File: src/rtl/fastio_pins.sv
module fastio_pins #(
  parameter int W  = 30,
  parameter int DW = 32
) (
  input  logic          clk,
  input  logic          rst_n,
  input  logic          p0_en,
  input  logic          p0_we,
  input  logic [3:0]    p0_addr,
  input  logic [DW-1:0] p0_wdata,
  output logic [DW-1:0] p0_rdata,
  input  logic          p1_en,
  input  logic          p1_we,
  input  logic [3:0]    p1_addr,
  input  logic [DW-1:0] p1_wdata,
  output logic [DW-1:0] p1_rdata,
  input  logic [W-1:0]  pin_in,
  output logic [W-1:0]  pin_out,
  output logic [W-1:0]  pin_oe
);
  localparam logic [3:0] A_IN  = 4'd0;
  localparam logic [3:0] A_OUT = 4'd1;
  localparam logic [3:0] A_OE  = 4'd5;

  logic [W-1:0] out_q, oe_q, sync1_q, sync2_q;
  logic         w0, w1;
  logic         unused_hi;

  assign w0 = p0_en && p0_we;
  assign w1 = p1_en && p1_we;
  assign unused_hi = ^{p0_wdata[DW-1:W], p1_wdata[DW-1:W]};

  function automatic logic [W-1:0] next_val(
    input logic [W-1:0] cur, input logic [3:0] base,
    input logic wa, input logic [3:0] aa, input logic [W-1:0] da,
    input logic wb, input logic [3:0] ab, input logic [W-1:0] db);
    logic [W-1:0] v;
    v = cur;
    if (wa && aa == base)         v = da;
    if (wb && ab == base)         v = db;
    if (wa && aa == base + 4'd2)  v = v & ~da;
    if (wb && ab == base + 4'd2)  v = v & ~db;
    if (wa && aa == base + 4'd1)  v = v | da;
    if (wb && ab == base + 4'd1)  v = v | db;
    if (wa && aa == base + 4'd3)  v = v ^ da;
    if (wb && ab == base + 4'd3)  v = v ^ db;
    return v;
  endfunction

  function automatic logic [DW-1:0] read_val(input logic en, input logic [3:0] a,
    input logic [W-1:0] o, input logic [W-1:0] e, input logic [W-1:0] s);
    logic [W-1:0] v;
    if (!en)                         v = '0;
    else if (a == A_IN)              v = s;
    else if (a >= A_OUT && a < A_OE) v = o;
    else if (a >= A_OE && a <= A_OE + 4'd3) v = e;
    else                             v = '0;
    return {{(DW-W){1'b0}}, v};
  endfunction

  always_ff @(posedge clk or negedge rst_n) begin
    if (!rst_n) begin
      out_q   <= '0;
      oe_q    <= '0;
      sync1_q <= '0;
      sync2_q <= '0;
    end else begin
      out_q   <= next_val(out_q, A_OUT, w0, p0_addr, p0_wdata[W-1:0],
                          w1, p1_addr, p1_wdata[W-1:0]);
      oe_q    <= next_val(oe_q, A_OE, w0, p0_addr, p0_wdata[W-1:0],
                          w1, p1_addr, p1_wdata[W-1:0]);
      sync1_q <= pin_in;
      sync2_q <= sync1_q;
    end
  end

  assign p0_rdata = read_val(p0_en && !p0_we, p0_addr, out_q, oe_q, sync2_q);
  assign p1_rdata = read_val(p1_en && !p1_we, p1_addr, out_q, oe_q, sync2_q);
  assign pin_out  = out_q;
  assign pin_oe   = oe_q;
endmodule

File: config.mk
export PLATFORM = sky130hd
export DESIGN_NAME = fastio_pins
export DESIGN_NICKNAME = d
export VERILOG_FILES = /design/src/rtl/fastio_pins.sv
export SDC_FILE = /design/constraint.sdc
export NUM_CORES = 1
export LEC_CHECK = 0
export BUFFER_PORTS_ARGS = -buffer_cell sky130_fd_sc_hd__buf_2
export CORE_ASPECT_RATIO = 0.9
export CORE_MARGIN = 1.5
export CORE_UTILIZATION = 50
export DETAILED_ROUTE_END_ITERATION = 10
export PLACE_DENSITY = 0.75
export SLEW_MARGIN = 20
export SYNTH_ARGS = -nofsm -noshare
export SYNTH_HDL_FRONTEND = slang
export SYNTH_SLANG_ARGS = --single-unit
File: constraint.sdc
create_clock -name clk -period 1.7 [get_ports clk]
set_input_delay 0 -clock clk [delete_from_list [all_inputs] [get_ports clk]]
set_output_delay 0 -clock clk [all_outputs]
set_load 0.005 [all_outputs]
==> out/results.tsv <==
metric	value	unit
status	finished, final reports clean	
Buffers on Ports	223	
die area	17900	um2
fin crit period	1600	ps
non-filler cells, final	1460	
R2R depth	3	
synth unique cells	32	
Setup Buffers After CTS	0	
clock skew	9.79	ps
Filler cells	1308	
GR Overflow Total	0	
Yosys top cell area share	35.1	%
Hold Fails Final Rpt	0	
CP Max Fanout	40	
setup slack, reg-to-reg	260	ps
first-pass GRT wire length	47800	um
Compound-Gate Fraction of Synth Area	29.3	%
layout cell share with drive strength beyond 1	28.1	%
Syn Inst Count	956	
Final setup viols	0	
data arrival time of the critical path	1600	ps
final worst path period share	94.0	%
Area contributors post-synth	dfrtp_1 (35%), a22oi_1 (11%), xnor2_1 (9.5%)	
mux share of post-synthesis cell area	0	%
WHS Path Cells	3	
Pleak	5.01	nW
Starting Density	50.8	%
FF+latch count, synth	120	
ys async rst share	100	%
final count of pins violating max slew	0	
Final ANT Viol Nets	0	
routed len/inst	21.1	um
initial DRC count	1211	
sequential element share of the synthesized area	35.1	%
simple-gate share of the synthesized area	14.9	%
Root Buffer	clkbuf_16	
Die Height	127	um
DRC Markers	0	
Worst setup EP type	output pin	
Cell Area, Synth	8560	um2
reg-to-reg critical path endpoint	pin_oe[17]	
clk slew on worst S/H paths	60	ps
routed via count	9420	
xor/xnor share of the synthesized area	15.3	%
CTS tree	built	
Synth Area in Adders	0	%
Inserted Clock Buffers	17	
Layout area overhead	36.5	%
Worst Setup Path Type	in -> out	
Post-Route Setup TNS	0	ps
Power Total	12.1	mW
Die Wd	141	um
number of global-route vias before repair	8969	
core area	16800	um2
Nets	1342	
clk sinks	120	
commonest non-fill, non-tap cell in the layout	buf_2	
# rows	45	
total number of H-tree levels	4	
Via density	6.45	
clk_lat worst skew	430	ps
min-delay src	p0_wdata[6]	
top_reg_cell synth	dfrtp_1	
Critical Path RT	1700	ps
Total Wirelength	30800	um
Max Cap Viol	0	
EDFF count, synth	0	
FF+latch area	3000	um2
Worst Hold Path EP	pin_oe[6]	
cell type with the largest total area after synthesis	dfrtp_1	
min-delay worst type	in -> reg	
Mean Syn Cell Area	8.95	um2
DRT Pass-1 Iters	9	
unrepaired setup endpoints after global routing	false	
CP startpoint kind	input pin	
largest net degree at the start of global routing	41	
main combinational cell family by area after synthesis	compound AO/OA/AOI/OAI gates	
initial antenna violation count	2	
GP Congestion	0.926	
Ys Warns	0	
Multi-input gate area	5240	um2
clock buffer depth	2	
# IOs	232	
RR Startpoint	pin_oe[17]	
worst slew pin tran	557	ps
Peak VDD IR	0.760	mV
fmax	626	MHz
DP HPWL	20200	um
most frequent cells in the layout	buf_2 (222), nand2_1 (121), a22oi_1 (120), dfrtp_1 (120), xnor2_1 (93)	
relative slew slack	62.8	%
Pwr per Cell Area	1030	nW/um2
final core occ	69.4	%
Tot GR Track Use	34.2	%
dpl cells	1361	
==> repair_timing <==
item	CTS	global route
setup endpoints to repair	0	9
gates resized for setup	0	4
hold buffers	65	0
endpoints found under the hold margin	207	0
==> metrics by stage <==
step	worst slack (ps)	hold slack, ps	instance area (um2)
after detailed placement	17.3	-16.8	10400
after CTS	32.8	0.484	11700
after global placement	45.3	-21.4	10400
after floorplan	205	-296	8570
after global routing	8.56	20.8	11700
final	102	8.04	11700
==> cell families (layout without fill, tap and decap cells) <==
group	after synthesis	in the layout
and+or+nand+nor	275	275
other	1	6
xor gates and xnor gates	150	150
DFF	120	120
AOI/OAI and AO/OA	307	307
buffers and inverters	103	391
==> cell usage after synthesis (3+ instances only) <==
master	count
nand2_1	121
a22oi_1	120
dfrtp_1	120
xnor2_1	93
clkbuf_1	73
nor2_1	65
a211oi_1	63
and3_1	62
a211o_1	57
a222oi_1	57
xor2_1	57
buf_2	18
buf_4	6
nand2b_1	6
buf_6	4
nor3_1	4
nor4_1	4
o21ai_1	4
a22o_1	3
==> report_power, final <==
| part | internal [mW] | switching, mW |
|---|---|---|
| clock | 2.20 | 1.47 |
| combinational | 2.25 | 1.70 |
| sequential | 3.55 | 0.912 |
==> critical path: stages <==
cell and delay [ps]:
buf_2 140, nor2_1 230, inv_1 100, or3_2 470, buf_12 200, a211oi_1 270, buf_2 170
==> sequential cells by signal, indices dropped and copies added (netlist names) <==
register  count
pin_out      30
sync2_q      30
sync1_q      30
pin_oe       30
==> routing by layer <==
metal	wire length, um	GRT usage (%)	vias up
met3	3320	7.16	74
met2	14900	56.7	639
met5	16	0	-
met4	868	16.7	2
met1	11600	42.6	4534
li1	-	-	4171
==> worst max path at each step <==
stage / start / endpoint / slack [ps] / cells past startpoint
after floorplan: p1_addr[1] / pin_oe[28] / 200 / 7
after global placement: p0_addr[3] / pin_out[14] / 50 / 7
after detailed placement: p0_addr[3] / pin_oe[22] / 20 / 7
after CTS: p1_addr[0] / p1_rdata[17] / 30 / 7
after global routing: p1_addr[1] / p1_rdata[7] / 9 / 7
final: p1_addr[0] / p1_rdata[20] / 100 / 7
==> area by class of cell <==
cell class | instances | area share, %
diodes | 2 | 0.0428
flip-flops and latches | 120 | 25.7
well taps | 211 | 2.26
clock inverters | 14 | 1.30
clock buffers | 18 | 3.76
inverters | 2 | 0.0642
multi-input cells | 736 | 44.8
repair buffers | 357 | 22.0
No activity file was read; power rests on OpenSTA's default activity.
